===== config.mk =====
export PLATFORM = sky130hd
export DESIGN_NAME = iot_translator
export DESIGN_NICKNAME = d
export VERILOG_FILES = /design/src/rtl/iot_pkg.sv /design/src/rtl/iot_cfg_regs.sv /design/src/rtl/iot_window.sv /design/src/rtl/iot_walker.sv /design/src/rtl/iot_translator.sv
export SDC_FILE = /design/constraint.sdc
export NUM_CORES = 1
export LEC_CHECK = 0
export ABC_AREA = 0
export BUFFER_PORTS_ARGS = -buffer_cell sky130_fd_sc_hd__buf_2
export CAP_MARGIN = 20
export CORE_MARGIN = 3
export CORE_UTILIZATION = 30
export DETAILED_ROUTE_END_ITERATION = 12
export SETUP_SLACK_MARGIN = 0.1
export SYNTH_ARGS = -nofsm -noshare
export SYNTH_HDL_FRONTEND = slang
export SYNTH_SLANG_ARGS = --single-unit

===== constraint.sdc =====
create_clock -name clk -period 3 [get_ports clk]
set_input_delay 0.45 -clock clk [delete_from_list [all_inputs] [get_ports clk]]
set_output_delay 0.45 -clock clk [all_outputs]
set_load 0.02 [all_outputs]

===== src/rtl/iot_pkg.sv =====
package iot_pkg;
  localparam int NUM_REGS   = 3;
  localparam int PAGE_SHIFT = 12;
  localparam int ENTRY_LOG2 = 3;
  localparam logic [1:0] SEL_BASE  = 2'd0;
  localparam logic [1:0] SEL_MASK  = 2'd1;
  localparam logic [1:0] SEL_DBASE = 2'd2;

  typedef enum logic [0:0] {
    WK_IDLE  = 1'b0,
    WK_FETCH = 1'b1
  } walk_state_t;
endpackage


===== src/rtl/iot_cfg_regs.sv =====
module iot_cfg_regs
  import iot_pkg::*;
#(
  parameter int AW = 64
) (
  input  logic          clk,
  input  logic          rst,
  input  logic          we,
  input  logic [1:0]    sel,
  input  logic          half,
  input  logic          hi,
  input  logic [AW-1:0] wdata,
  output logic [AW-1:0] base_q,
  output logic [AW-1:0] mask_q,
  output logic [AW-1:0] dbase_q
);
  localparam int HW = AW / 2;

  genvar g;
  generate
    for (g = 0; g < NUM_REGS; g++) begin : g_reg
      logic [AW-1:0] q;
      always_ff @(posedge clk) begin
        if (rst) begin
          q <= '0;
        end else if (we && (sel == g[1:0])) begin
          if (!half)   q           <= wdata;
          else if (hi) q[AW-1:HW]  <= wdata[HW-1:0];
          else         q[HW-1:0]   <= wdata[HW-1:0];
        end
      end
    end
  endgenerate

  assign base_q  = g_reg[0].q;
  assign mask_q  = g_reg[1].q;
  assign dbase_q = g_reg[2].q;

  // an upper-half write leaves the lower half of the base untouched
  p_half_keep_low_r8: assert property (@(posedge clk) disable iff (rst)
    (we && half && hi && sel == SEL_BASE) |=> base_q[HW-1:0] == $past(base_q[HW-1:0]));

  // select code 3 changes no register
  p_sel3_noop_r8: assert property (@(posedge clk) disable iff (rst)
    (we && sel == 2'd3) |=> ($stable(base_q) && $stable(mask_q) && $stable(dbase_q)));
endmodule


===== src/rtl/iot_window.sv =====
module iot_window
  import iot_pkg::*;
#(
  parameter int AW = 64
) (
  input  logic [AW-1:0] addr,
  input  logic [AW-1:0] base,
  input  logic [AW-1:0] mask,
  input  logic [AW-1:0] dbase,
  output logic          hit,
  output logic [AW-1:0] entry_addr
);
  logic [AW-1:0] cmp_base;
  logic [AW-1:0] page_idx;

  always_comb begin
    cmp_base   = {base[AW-1:1], 1'b0};
    hit        = base[0] && ((addr & mask) == cmp_base);
    page_idx   = addr >> PAGE_SHIFT;
    entry_addr = dbase + (page_idx << ENTRY_LOG2);
  end
endmodule


===== src/rtl/iot_walker.sv =====
module iot_walker
  import iot_pkg::*;
#(
  parameter int AW = 64
) (
  input  logic          clk,
  input  logic          rst,
  input  logic          req_valid,
  input  logic [AW-1:0] req_addr,
  input  logic          hit,
  input  logic [AW-1:0] entry_addr,
  output logic          req_ready,
  output logic          mem_rd_valid,
  output logic [AW-1:0] mem_rd_addr,
  input  logic          mem_rd_ack,
  input  logic [AW-1:0] mem_rd_data,
  output logic          rsp_valid,
  output logic [AW-1:0] rsp_addr,
  output logic          rsp_fault
);
  localparam int VBIT = AW - 1;

  walk_state_t          state;
  logic [PAGE_SHIFT-1:0] offset_q;

  assign req_ready = (state == WK_IDLE);

  always_ff @(posedge clk) begin
    if (rst) begin
      state        <= WK_IDLE;
      offset_q     <= '0;
      mem_rd_valid <= 1'b0;
      mem_rd_addr  <= '0;
      rsp_valid    <= 1'b0;
      rsp_addr     <= '0;
      rsp_fault    <= 1'b0;
    end else begin
      rsp_valid <= 1'b0;
      case (state)
        WK_IDLE: begin
          if (req_valid) begin
            if (hit) begin
              state        <= WK_FETCH;
              mem_rd_valid <= 1'b1;
              mem_rd_addr  <= entry_addr;
              offset_q     <= req_addr[PAGE_SHIFT-1:0];
            end else begin
              rsp_valid <= 1'b1;
              rsp_addr  <= req_addr;
              rsp_fault <= 1'b0;
            end
          end
        end
        WK_FETCH: begin
          if (mem_rd_ack) begin
            state        <= WK_IDLE;
            mem_rd_valid <= 1'b0;
            rsp_valid    <= 1'b1;
            if (mem_rd_data[VBIT]) begin
              rsp_addr  <= {1'b0, mem_rd_data[VBIT-1:PAGE_SHIFT], offset_q};
              rsp_fault <= 1'b0;
            end else begin
              rsp_addr  <= '0;
              rsp_fault <= 1'b1;
            end
          end
        end
        default: state <= WK_IDLE;
      endcase
    end
  end

  // the outstanding read holds its address until acknowledged
  p_hold_read_r4: assert property (@(posedge clk) disable iff (rst)
    (mem_rd_valid && !mem_rd_ack) |=> (mem_rd_valid && $stable(mem_rd_addr)));

  // an acknowledged read is answered in the following cycle
  p_ack_to_rsp_r5: assert property (@(posedge clk) disable iff (rst)
    (mem_rd_valid && mem_rd_ack) |=> (rsp_valid && !mem_rd_valid));

  // a fault never carries an address
  p_fault_zero_r6: assert property (@(posedge clk) disable iff (rst)
    (rsp_valid && rsp_fault) |-> (rsp_addr == '0));

  // responses are single-cycle pulses while a read is pending
  p_no_rsp_in_fetch_r10: assert property (@(posedge clk) disable iff (rst)
    (mem_rd_valid && $past(mem_rd_valid)) |-> !rsp_valid);
endmodule


===== src/rtl/iot_translator.sv =====
module iot_translator
  import iot_pkg::*;
#(
  parameter int AW = 64
) (
  input  logic          clk,
  input  logic          rst,
  input  logic          reg_we,
  input  logic [1:0]    reg_sel,
  input  logic          reg_half,
  input  logic          reg_hi,
  input  logic [AW-1:0] reg_wdata,
  input  logic          req_valid,
  output logic          req_ready,
  input  logic [AW-1:0] req_addr,
  output logic          rsp_valid,
  output logic [AW-1:0] rsp_addr,
  output logic          rsp_fault,
  output logic          mem_rd_valid,
  output logic [AW-1:0] mem_rd_addr,
  input  logic          mem_rd_ack,
  input  logic [AW-1:0] mem_rd_data
);
  logic [AW-1:0] base_q, mask_q, dbase_q, entry_addr;
  logic          hit;

  iot_cfg_regs #(.AW(AW)) u_regs (
    .clk(clk), .rst(rst), .we(reg_we), .sel(reg_sel), .half(reg_half),
    .hi(reg_hi), .wdata(reg_wdata),
    .base_q(base_q), .mask_q(mask_q), .dbase_q(dbase_q)
  );

  iot_window #(.AW(AW)) u_win (
    .addr(req_addr), .base(base_q), .mask(mask_q), .dbase(dbase_q),
    .hit(hit), .entry_addr(entry_addr)
  );

  iot_walker #(.AW(AW)) u_walk (
    .clk(clk), .rst(rst), .req_valid(req_valid), .req_addr(req_addr),
    .hit(hit), .entry_addr(entry_addr), .req_ready(req_ready),
    .mem_rd_valid(mem_rd_valid), .mem_rd_addr(mem_rd_addr),
    .mem_rd_ack(mem_rd_ack), .mem_rd_data(mem_rd_data),
    .rsp_valid(rsp_valid), .rsp_addr(rsp_addr), .rsp_fault(rsp_fault)
  );

  // outputs are quiet right after reset
  p_reset_quiet_r1: assert property (@(posedge clk)
    $past(rst) |-> (!rsp_valid && !mem_rd_valid));

  // a pass-through decision answers next cycle with no read
  p_pass_no_read_r2: assert property (@(posedge clk) disable iff (rst)
    (req_valid && req_ready && !hit) |=> (rsp_valid && !mem_rd_valid && rsp_addr == $past(req_addr)));

  // an in-window request starts a read and nothing else
  p_hit_fetch_r4: assert property (@(posedge clk) disable iff (rst)
    (req_valid && req_ready && hit) |=> (mem_rd_valid && !rsp_valid));

  // no new request is taken while a read is outstanding
  p_one_fetch_r7: assert property (@(posedge clk) disable iff (rst)
    !(req_ready && mem_rd_valid));
endmodule


# Word-level counts from Yosys, hierarchy flattened
# Cells that the tools add are included.
[totals]
register_bits = 336
out_inout_bits = 132
wordCells = 64
[op_classes]
addsub = 1
eq_ne = 9
muxes = 25
bitwise = 2
n_reduce_logical = 14
[op_table]
columns = ["cell", "count"]
rows = [
  ["$mux 64", 4],
  ["$pmux 64 s2", 1],
  ["$add 64x55->64", 1],
  ["$and 64x64->64", 1],
  ["$eq 64x64->1", 1],
  ["$mux 32", 2],
  ["$mux 63", 1],
  ["$mux 1", 13],
  ["$reduce_and 2->1", 6],
  ["$reduce_and 3->1", 3],
  ["$ne 2x2->1 const B", 4],
  ["$pmux 1 s2", 4],
  ["$logic_and 1x1->1", 4],
  ["$ne 2x1->1 const B", 2],
  ["$eq 2x1->1 const B", 1],
  ["$eq 2x2->1 const B", 1],
  ["$logic_not 2->1", 1],
  ["$not 1->1", 1],
]

# Logic depth before layout (Yosys ltp)
# Gate-level depths: netlist (run 1).
[logic_depth]
ltp_word = 6
mapped_depth = 12

# By module
# From an unflattened synthesis (run 1), not the netlist that was laid out.
[hier_totals]
cells_unflattened = 1985
hier_area_um2 = 17469.3
[by_module_without_submodules]
columns = ["mod", "instances", "cells_each", "area_per_inst_um2", "seq_area_each_um2"]
rows = [
  ["iot_cfg_regs", 1, 729, 7941.4, 3843.7],
  ["iot_walker", 1, 641, 5501.5, 2882.8],
  ["iot_window", 1, 615, 4026.4, 0.0],
]

# Worst setup path before layout (run 1)
# Ideal clock, no wire load.
[synth_timing]
path_kind = "input to register"
from = "input port req_addr[12]"
to = "register u_walk.mem_rd_addr[63]"
t_arrival_ns = 2.852
path_slack_ns = 0.057
path_stages = 12
n_path_buf = 0
cell_sequence = "ha_1 > inv_1 > fa_1 > nor2b_1 > o31a_1 > o211ai_1 > a21oi_2 > a211oi_2 > o31ai_4 > a211oi_4 > or3_1 > a311oi_1"
[synth_between]
elab_chain_len = 4
[synth_rtl]
columns = ["item", "line_no", "source"]
rows = [
  ["start: declaration", "iot_translator.sv:15", "input logic [AW-1:0] req_addr,"],
  ["branches (longest 4 deep; another with $add 64x55->64)", "n/a", ""],
  ["end signal: assignment", "iot_walker.sv:45", "mem_rd_addr <= entry_addr;"],
  ["end: declaration", "iot_walker.sv:14", "output logic [AW-1:0] mem_rd_addr,"],
]
# Several ways; the timed one is not identified.
# A chain may end at the register's enable or synchronous reset.

# Worst setup path after layout (run 1)
[layout_timing]
from = "register u_regs.g_reg[2].q[3] (netlist: u_regs.dbase_q[3])"
to = "register u_walk.mem_rd_addr[63]"
[layout_between]
elab_chain_len = 1
[layout_rtl]
columns = ["item", "line_no", "source"]
rows = [
  ["start: declaration", "iot_cfg_regs.sv:22", "logic [AW-1:0] q;"],
  ["start signal: assignment", "iot_cfg_regs.sv:27", "if (!half) q <= wdata;"],
  ["start signal: indexed assignment", "iot_cfg_regs.sv:28", "else if (hi) q[AW-1:HW] <= wdata[HW-1:0];"],
  ["start signal: indexed assignment", "iot_cfg_regs.sv:29", "else q[HW-1:0] <= wdata[HW-1:0];"],
  ["$add 64x55->64", "iot_window.sv:20", "entry_addr = dbase + (page_idx << ENTRY_LOG2);"],
]
# No other way between the ends.

==> results of run 1 <==
per-stage QoR:
stage,std cells,hold WS [ps]
2_1_floorplan,2040,432
3_3_place_gp,3154,437
3_5_place_dp,3154,433
4_1_cts,3227,127
5_1_grt,3252,141
6_report,3256,152
layer usage:
metal  up-vias  part of all wire [%]  GRT usage [%]
met2       680                    45           35.9
met1      8186                    44           32.4
met3       121                   8.0           4.11
met4         4                   3.6           7.65
li1       8259                     -              -
met5         -                 0.047              0
placed cells by master, fill, tap and decap left out, types with 7 or more instances in the layout:
| cell | count |
|---|---|
| buf_4 | 237 |
| xnor2_1 | 28 |
| buf_12 | 16 |
| nor2_1 | 246 |
| clkbuf_16 | 41 |
| ha_4 | 12 |
| nor4_2 | 7 |
| dfxtp_1 | 332 |
| a22oi_1 | 53 |
| nand4_1 | 24 |
| nand2b_1 | 9 |
| or3_1 | 10 |
| buf_2 | 319 |
| clkinv_2 | 8 |
| a31oi_1 | 12 |
| inv_1 | 16 |
| ha_1 | 38 |
| xor2_1 | 51 |
| a21o_1 | 20 |
| clkbuf_8 | 10 |
| a211oi_1 | 153 |
| nor4_1 | 9 |
| o21ai_1 | 18 |
| nand3_1 | 37 |
| a21oi_1 | 178 |
| nor3_1 | 8 |
| nand2_1 | 368 |
| o21ai_0 | 35 |
| a311oi_1 | 18 |
| mux2i_1 | 46 |
worst max-delay path: stages (launching register included):
cell and delay, ps:
dfxtp_2 350, ha_4 130, inv_2 30, fa_2 380, nor2b_4 130, o31a_1 210
o211ai_1 160, a21oi_2 230, a211oi_2 90, buf_4 160, o31ai_4 240, a211oi_4 140
or3_1 350, a311oi_2 240
kinds of logic after synthesis:
| logic type | synth area share (%) |
|---|---|
| AO/OA/AOI/OAI | 23.3 |
| XOR/XNOR | 4.32 |
| adder cells (fa/ha/maj) | 4.08 |
| buffers and inverters | 3.81 |
| flip-flops | 40.9 |
| multiplexers | 2.93 |
| AND/OR/NAND/NOR | 20.7 |
layout make-up:
| cell class | instances | share of cell area (%) |
|---|---|---|
| diodes | 6 | 0.0665 |
| flip-flops and latches | 336 | 29.8 |
| clock buffers | 53 | 4.81 |
| repair buffers | 584 | 17.3 |
| clock inverters | 14 | 0.854 |
| well taps | 696 | 3.86 |
| inverters | 20 | 0.349 |
| multi-input cells | 1547 | 43.0 |
power groups by stage:
stage / registers [mW] / logic (mW) / clock network, mW
global route: 4.74 / 1.95 / 5.04
CTS: 4.72 / 1.74 / 4.86
global placement: 4.81 / 1.70 / 0
detailed placement: 4.82 / 1.71 / 0
floorplan: 4.87 / 0.781 / 0
finish: 4.72 / 1.82 / 4.78
registers in the layout, summed over array words and instances, names as in the netlist:
signal	flops
u_walk.rsp_valid	1
u_regs.dbase_q	64
u_regs.mask_q	64
u_walk.offset_q	12
u_regs.base_q	64
u_walk.rsp_addr	64
u_walk.rsp_fault	1
u_walk.mem_rd_addr	64
u_walk.state	1
u_walk.mem_rd_valid	1
timing repair:
| action | CTS | global route |
|---|---|---|
| hold buffers | 0 | 0 |
| setup endpoints to repair | 142 | 102 |
| setup buffers | 5 | 18 |
| pin swaps | 14 | 46 |
| cloned | 1 | 6 |
| gates resized for setup | 25 | 105 |
path summary, 6_finish.rpt:
path / start / endpoint / slack [ps] / depth (start not counted)
hold reg to reg: u_walk.mem_rd_addr[62]$_SDFFE_PP0P_ / u_walk.mem_rd_addr[62]$_SDFFE_PP0P_ / 440 / 2
setup reg to reg: u_regs.dbase_q[3]$_SDFFE_PP0P_ / u_walk.mem_rd_addr[63]$_SDFFE_PP0P_ / 30 / 13
hold / removal: req_addr[8] / u_walk.offset_q[8]$_SDFFE_PP0P_ / 150 / 3
setup / recovery: u_regs.dbase_q[3]$_SDFFE_PP0P_ / u_walk.mem_rd_addr[63]$_SDFFE_PP0P_ / 30 / 13
==> results.py, run 1 <==
metrics = {
    "synthesis": {
        "netlist.area_leader.share_pct": 40.9,
        "synth.area.top_cells": "dfxtp_1 (41%), nand2_1 (8.4%), a211oi_1 (7.1%), nor2_1 (5.8%), a21oi_1 (5.7%)",
        "synthTopCellsByCount": "nand2_1 (370), dfxtp_1 (336), nor2_1 (252), a21oi_1 (187), a211oi_1 (155)",
        "yosysMostFrequentCell": "nand2_1",
        "netlist.top_cell.by_area": "dfxtp_1",
        "synth_area_um2": 16400,
        "synth_edf_count": 0,
        "synth_nets": 2294,
        "synthCells": 2040,
        "syn_area_per_cell_um2": 8.06,
        "seq_area_frac_synth_pct": 40.9,
        "ys_warn_count": 0,
        "synth_top_flop_cell": "dfxtp_1",
        "synth_cell_types": 83,
        "async_flop_share_pct": 0,
        "synth_seq_cells": 336,
    },
    "pwr": {
        "p_comb_share_pct": 16.0,
        "power.internal_mw": 8.15,
        "p_switching_mw": 3.17,
        "swShare_pct": 28.0,
        "ir_drop_mv": 0.341,
        "p_seq_share_pct": 41.7,
        "total_power_mw": 11.3,
        "p_per_area_nw_per_um2": 502,
        "clkPwrFrac_pct": 42.2,
        "leakagePower_nw": 9.29,
    },
    "floorplanning": {
        "num_rows": 85,
        "coreArea_um2": 54000,
        "chipWidth_um": 240,
        "start_util_pct": 30.4,
        "ios": 333,
        "dieArea_um2": 57600,
        "die_y_um": 240,
    },
    "clock_tree": {
        "root_buffer": "clkbuf_16",
        "clkTransAtPathRegs_ps": 60,
        "clkSinkCount": 336,
        "numCtsBuffers": 37,
        "clk_latency_ps": 570,
        "cts_tree": "done",
        "cts_buffer_depth": 3,
        "h-tree-depth": 2,
    },
    "timing": {
        "hold_viol_final": 0,
        "fin_ws_ps": 34.6,
        "rsz0062_at_grt": "yes",
        "post-route-min-period_ps": 2970,
        "relSlewSlack_pct": 21.0,
        "fin_tns_setup_ps": 0,
        "slew_violations": 0,
        "min_period_over_period_pct": 98.8,
        "finClkSkew_ps": 36.0,
        "max_freq_ghz": 0.337,
        "setup_viol": 0,
        "worst_slew_pin_slew_ps": 1180,
    },
    "placed_design": {
        "io_buffers": 320,
        "placed_cell_area_um2": 20400,
        "gp_congestion": 0.905,
        "place_hpwl_um": 53800,
        "dp_slack_ps": -447,
    },
    "layout": {
        "multi_input_comb_area_um2": 9700,
        "n_fill_cell": 5416,
        "final-seq-area_um2": 6730,
        "fin_util_pct": 41.8,
        "fin_area_um2": 22600,
        "drive_gt1_share_pct": 29.4,
        "area_growth_pct": 37.3,
        "nets": 2780,
    },
    "global_route": {
        "antenna_found_initial": 7,
        "overflow": 0,
        "grt_usage_pct": 23.1,
        "grt_pass1_wl_um": 99800,
        "grt_pass1_vias": 15800,
        "grt_max_degree": 201,
    },
    "critical_path": {
        "cp.arrival_ps": 3420,
        "startpoint_type": "flop",
        "cp_max_fo": 5,
        "critPathKind": "flop to flop",
        "crit_required_ps": 3450,
        "cp-end-kind": "flop",
    },
    "detailed_routing": {
        "drc_errors": 0,
        "viasPerCell": 5.30,
        "dr.pass1.iters": 6,
        "first_iter_violations": 1642,
        "drt.antenna.violating_nets": 0,
        "wl_per_cell_um": 21.8,
        "routed_wl_um": 70900,
        "vias": 17300,
    },
    "flow_run": {
        "maxCapViolCount": 0,
    },
    "outcome": {
        "status": "finished, final reports clean",
    },
    "min_path": {
        "hp-class": "input port to flop",
    },
}
Power figures use the tool's default switching activity.
==> inputs of run 2 (changes only) <==
--- a/config.mk
+++ b/config.mk
@@ -7,7 +7,6 @@
 export LEC_CHECK = 0
 export ABC_AREA = 0
 export BUFFER_PORTS_ARGS = -buffer_cell sky130_fd_sc_hd__buf_2
-export CAP_MARGIN = 20
 export CORE_MARGIN = 3
 export CORE_UTILIZATION = 30
 export DETAILED_ROUTE_END_ITERATION = 12
==> constraint.sdc (replaced) <==
create_clock -name clk -period 3.3 [get_ports clk]
set_input_delay 0.495 -clock clk [delete_from_list [all_inputs] [get_ports clk]]
set_output_delay 0.495 -clock clk [all_outputs]
set_load 0.02 [all_outputs]
==> run 2 against run 1 <==
Against the previous run:
- cell area shrank 6.9%
- sequential share of layout area increased by 2.2 points
- worst setup slack better by 180 ps
- non-clock buffer count is 109 lower
- register-to-register slack improved by 180 ps
- global-route usage down 0.52 points
- clock skew down 6.7 ps
- critical path depth up 3
- count of clock-buffer cells in the layout is 1 lower
- routed wire length decreased by 4.4%
- critical path type unchanged
- largest power group is now sequential cells
==> results.py, run 2 (synthesized netlist as in run 1, its figures left out) <==
metrics = {
    "outcome": {
        "status": "finished, final reports clean",
    },
    "layout": {
        "fin_util_pct": 38.9,
        "drive_gt1_share_pct": 23.5,
        "final_common_cell": "nand2_1",
        "n_fill_cell": 5610,
        "instances_no_fill": 3146,
        "mostFrequentLayoutCells": "nand2_1 (370), dfxtp_1 (332), buf_2 (319)",
        "area_growth_pct": 27.8,
        "nets": 2672,
    },
    "placed_design": {
        "dp_slack_ps": -212,
        "io_buffers": 320,
        "gp_congestion": 0.923,
        "dpl.cell_count": 3066,
        "place_hpwl_um": 52400,
    },
    "timing": {
        "relSlewSlack_pct": 26.8,
        "finClkSkew_ps": 29.4,
        "slew_violations": 0,
        "post-route-min-period_ps": 3080,
        "fin_ws_ps": 216,
        "rsz0062_at_grt": "yes",
        "setup_viol": 0,
        "worst_slew_pin_slew_ps": 1100,
        "max_freq_ghz": 0.324,
        "min_period_over_period_pct": 93.5,
        "hold_viol_final": 0,
    },
    "detailed_routing": {
        "routed_wl_um": 67800,
        "viasPerCell": 5.28,
        "drc_errors": 0,
        "drt.antenna.violating_nets": 0,
        "vias": 16600,
        "dr.pass1.iters": 6,
        "wl_per_cell_um": 21.5,
        "first_iter_violations": 1566,
    },
    "pwr": {
        "swShare_pct": 28.3,
        "power.internal_mw": 7.15,
        "p_switching_mw": 2.82,
        "p_seq_share_pct": 43.1,
        "ir_drop_mv": 0.307,
        "p_per_area_nw_per_um2": 475,
        "p_comb_share_pct": 15.0,
        "clkPwrFrac_pct": 41.9,
        "leakagePower_nw": 8.57,
        "total_power_mw": 9.97,
    },
    "global_route": {
        "overflow": 0,
        "grt_pass1_wl_um": 98000,
        "grt_usage_pct": 22.6,
        "grt_pass1_vias": 15700,
        "grt_max_degree": 188,
        "antenna_found_initial": 7,
    },
    "critical_path": {
        "slowest_delay_ps": 370,
        "startpoint_type": "flop",
        "cp.arrival_ps": 3540,
        "cp-end-kind": "flop",
        "crit_required_ps": 3750,
        "slowest_stage": "a221o_1",
        "crit_top_cell": "buf_4",
        "cpLargestDelayFamily": "compound AO/OA/AOI/OAI gates",
        "path_buf_inv": 5,
        "cp_max_fo": 5,
        "crit_chain": "ha_2 > inv_1 > fa_2 > nor2b_2 > o31a_1 > o211ai_1 > buf_4 > a21oi_4 > buf_4 > buf_4 > a221o_1 > a211oi_2 > buf_4 > o21ai_0 > xnor2_1 > o21ai_0",
        "critPathKind": "flop to flop",
    },
    "clock_tree": {
        "cts_tree": "done",
        "root_buffer": "clkbuf_16",
        "h-tree-depth": 2,
        "clkTransAtPathRegs_ps": 60,
        "cts_hold_buf": 0,
        "clkSinkCount": 336,
        "clk_latency_ps": 580,
        "cts_buffer_depth": 3,
        "numCtsBuffers": 39,
    },
    "floorplanning": {
        "dieArea_um2": 57600,
        "ios": 333,
        "num_rows": 85,
        "coreArea_um2": 54000,
        "chipWidth_um": 240,
        "start_util_pct": 30.4,
        "die_y_um": 240,
    },
    "min_path": {
        "hp-class": "input port to flop",
    },
    "flow_run": {
        "maxCapViolCount": 0,
    },
}
run 2: worst min-delay path, delay by kind of cell:
| kind | cells | cell delay, ps |
|---|---|---|
| buf+inv | 1 | 120 |
| simple gates | 1 | 50 |
| compound gates | 1 | 50 |
run 2: layout make-up:
class	instances	area (um2)	share of cell area (%)
antenna	7	17.5	0.0834
inverter	20	75.1	0.357
tap	696	871	4.15
clock buffer	52	1070	5.12
multi-input combinational	1546	9220	43.9
clock inverter	14	145	0.691
timing repair buffer	475	2870	13.7
sequential	336	6730	32.0
run 2: path summary, 6_finish.rpt:
kind | slack (ps) | cells after the start | to | from
max | 220 | 16 | u_walk.mem_rd_addr[39]$_SDFFE_PP0P_ | u_regs.dbase_q[3]$_SDFFE_PP0P_
max reg2reg | 220 | 16 | u_walk.mem_rd_addr[39]$_SDFFE_PP0P_ | u_regs.dbase_q[3]$_SDFFE_PP0P_
min | 190 | 3 | u_walk.offset_q[11]$_SDFFE_PP0P_ | req_addr[11]
min reg2reg | 450 | 2 | u_regs.base_q[0]$_SDFFE_PP0P_ | u_regs.base_q[0]$_SDFFE_PP0P_
run 2: per-stage QoR:
step | cell area (um2) | setup TNS (ps) | hold WS, ps
after floorplan | 16400 | 0 | 432
after detailed placement | 19600 | -1330 | 444
after CTS | 20900 | 0 | 173
after global routing | 21000 | 0 | 195
final | 21000 | 0 | 193
after global placement | 19600 | -1180 | 441
run 2: routing by layer:
metal	global-route usage [%]	up-vias	routed length [um]
li1	-	8036	-
met1	31.2	7881	30300
met2	34.9	582	29900
met3	3.80	122	4850
met4	9.31	2	2720
met5	0	-	13
run 2: power by group through the flow:
stage,Clock [mW],Combinational (mW),Sequential (mW)
after detailed placement,0,1.46,4.38
after global placement,0,1.45,4.37
after CTS,4.29,1.47,4.29
final,4.18,1.50,4.29
after global routing,4.45,1.61,4.31
after floorplan,0,0.710,4.42
run 2: what timing repair did:
action	in CTS	in global routing
setup buffers	1	5
pin swaps	1	14
cloned	0	1
endpoints found under the setup margin	5	30
gates resized for setup	0	22
==> inputs of run 3 (changes only) <==
--- a/config.mk
+++ b/config.mk
@@ -8,8 +8,9 @@
 export ABC_AREA = 0
 export BUFFER_PORTS_ARGS = -buffer_cell sky130_fd_sc_hd__buf_2
 export CORE_MARGIN = 3
-export CORE_UTILIZATION = 30
+export CORE_UTILIZATION = 56
 export DETAILED_ROUTE_END_ITERATION = 12
+export PLACE_DENSITY = 0.81
 export SETUP_SLACK_MARGIN = 0.1
 export SYNTH_ARGS = -nofsm -noshare
 export SYNTH_HDL_FRONTEND = slang
==> run 3 against run 2 <==
Against the previous run:
- sequential power is essentially flat
- register-to-register slack is essentially flat
- die area shrank 45%
- critical path depth shrank 3
- critical path type unchanged
==> results.py, run 3 (synthesized netlist as in run 1, its figures left out) <==
metrics = {
    "pwr": {
        "leakagePower_nw": 8.50,
        "p_per_area_nw_per_um2": 487,
        "ir_drop_mv": 0.458,
        "total_power_mw": 9.94,
    },
    "timing": {
        "worst_slew_pin_slew_ps": 835,
        "timing.hold.ws_ps": 235,
        "max_freq_ghz": 0.323,
        "slew_violations": 0,
        "rsz0062_at_grt": "yes",
        "relSlewSlack_pct": 42.8,
        "hold_viol_final": 0,
        "finClkSkew_ps": 18.8,
        "min_period_over_period_pct": 93.7,
        "post-route-min-period_ps": 3090,
        "setup_viol": 0,
    },
    "floorplanning": {
        "dieArea_um2": 31500,
        "ios": 333,
        "start_util_pct": 57.0,
        "chipWidth_um": 177,
        "die_y_um": 177,
        "num_rows": 62,
        "coreArea_um2": 28900,
    },
    "placed_design": {
        "placed_cell_area_um2": 19100,
        "gp_congestion": 1.01,
        "place_hpwl_um": 45800,
        "io_buffers": 320,
    },
    "clock_tree": {
        "clkSinkCount": 336,
        "clk_latency_ps": 540,
        "cts_buffer_depth": 3,
        "root_buffer": "clkbuf_16",
        "clkTransAtPathRegs_ps": 60,
        "cts_tree": "done",
        "numCtsBuffers": 36,
        "cts_hold_buf": 0,
        "h-tree-depth": 2,
    },
    "detailed_routing": {
        "first_iter_violations": 2136,
        "routed_wl_um": 60700,
        "drt.antenna.violating_nets": 0,
        "viasPerCell": 6.06,
        "drc_errors": 0,
        "dr.pass1.iters": 5,
        "wl_per_cell_um": 21.6,
        "vias": 17100,
    },
    "critical_path": {
        "startpoint_type": "flop",
        "cp-end-kind": "flop",
        "cp_max_fo": 7,
        "critPathKind": "flop to flop",
        "crit_required_ps": 3740,
        "slowest_delay_ps": 360,
        "slowest_stage": "fa_2",
        "crit_chain": "ha_1 > inv_1 > fa_2 > nor2b_4 > o31a_1 > o211ai_1 > a21oi_2 > a211oi_2 > buf_4 > o31ai_4 > a211oi_4 > or3_1 > a311oi_2",
        "cp.arrival_ps": 3530,
    },
    "layout": {
        "final_common_cell": "nand2_1",
        "n_fill_cell": 2339,
        "drive_gt1_share_pct": 22.7,
        "area_growth_pct": 24.2,
        "fin_area_um2": 20400,
        "fin_util_pct": 70.7,
        "nets": 2649,
        "mostFrequentLayoutCells": "nand2_1 (370), dfxtp_1 (335), buf_2 (319)",
    },
    "global_route": {
        "grt_pass1_vias": 15500,
        "grt_max_degree": 195,
        "grt_pass1_wl_um": 89400,
        "grt_usage_pct": 36.9,
        "antenna_found_initial": 4,
        "overflow": 0,
    },
    "flow_run": {
        "maxCapViolCount": 0,
    },
    "min_path": {
        "hp-class": "input port to flop",
    },
    "outcome": {
        "status": "finished, final reports clean",
    },
}
run 3: per-layer routing:
layer	wire length [um]	track usage [%]	vias to the layer above
met5	0	0	-
met4	2660	14.9	0
met3	6610	7.30	160
met2	26900	56.8	911
met1	24600	51.0	7987
li1	-	-	8001
run 3: worst max-delay path, delay by kind of cell, from the launching register on:
| kind | cells | cell delay [ps] |
|---|---|---|
| flip-flops | 1 | 340 |
| adder cells (fa/ha/maj) | 2 | 520 |
| AND/OR/NAND/NOR | 2 | 480 |
| buffers and inverters | 2 | 220 |
| AO/OA/AOI/OAI | 7 | 1430 |
run 3: final cells by class:
type                            count  area (um2)  area share [%]
Antenna cell                        7        17.5          0.0858
Clock buffer                       47        1030            5.07
Clock inverter                     19         203           0.993
Inverter                           20        75.1           0.368
Multi-Input combinational cell   1545        9170            44.9
Sequential cell                   336        6730            33.0
Tap cell                          384         480            2.35
Timing Repair Buffer              456        2710            13.3
run 3: metrics by stage:
stage,setup slack [ps],setup TNS [ps],std cells
global placement,-41.7,-46.6,2738
floorplan,312,0,2040
global route,69.3,0,2811
CTS,109,0,2804
detailed placement,-107,-452,2738
finish,207,0,2814
run 3: what timing repair did:
action / 4_1_cts / 5_1_grt
gates resized for setup: 0 / 8
endpoints found under the setup margin: 0 / 8
setup buffers: 0 / 3
run 3: where the power goes:
group,internal (mW),switching (mW),total (mW)
Combinational,0.541,0.904,1.45
Clock,2.47,1.73,4.20
Sequential,4.20,0.0943,4.30
Total,7.21,2.72,9.94
run 3: path summary, 6_finish.rpt:
kind	from	endpoint	slack, ps	cells past startpoint
worst min register to register	u_walk.mem_rd_addr[1]$_SDFFE_PP0P_	u_walk.mem_rd_addr[1]$_SDFFE_PP0P_	450	2
worst max-delay path	u_regs.dbase_q[3]$_SDFFE_PP0P_	u_walk.mem_rd_addr[59]$_SDFFE_PP0P_	210	13
worst min-delay path	req_addr[8]	u_walk.offset_q[8]$_SDFFE_PP0P_	230	3
worst max register to register	u_regs.dbase_q[3]$_SDFFE_PP0P_	u_walk.mem_rd_addr[59]$_SDFFE_PP0P_	210	13
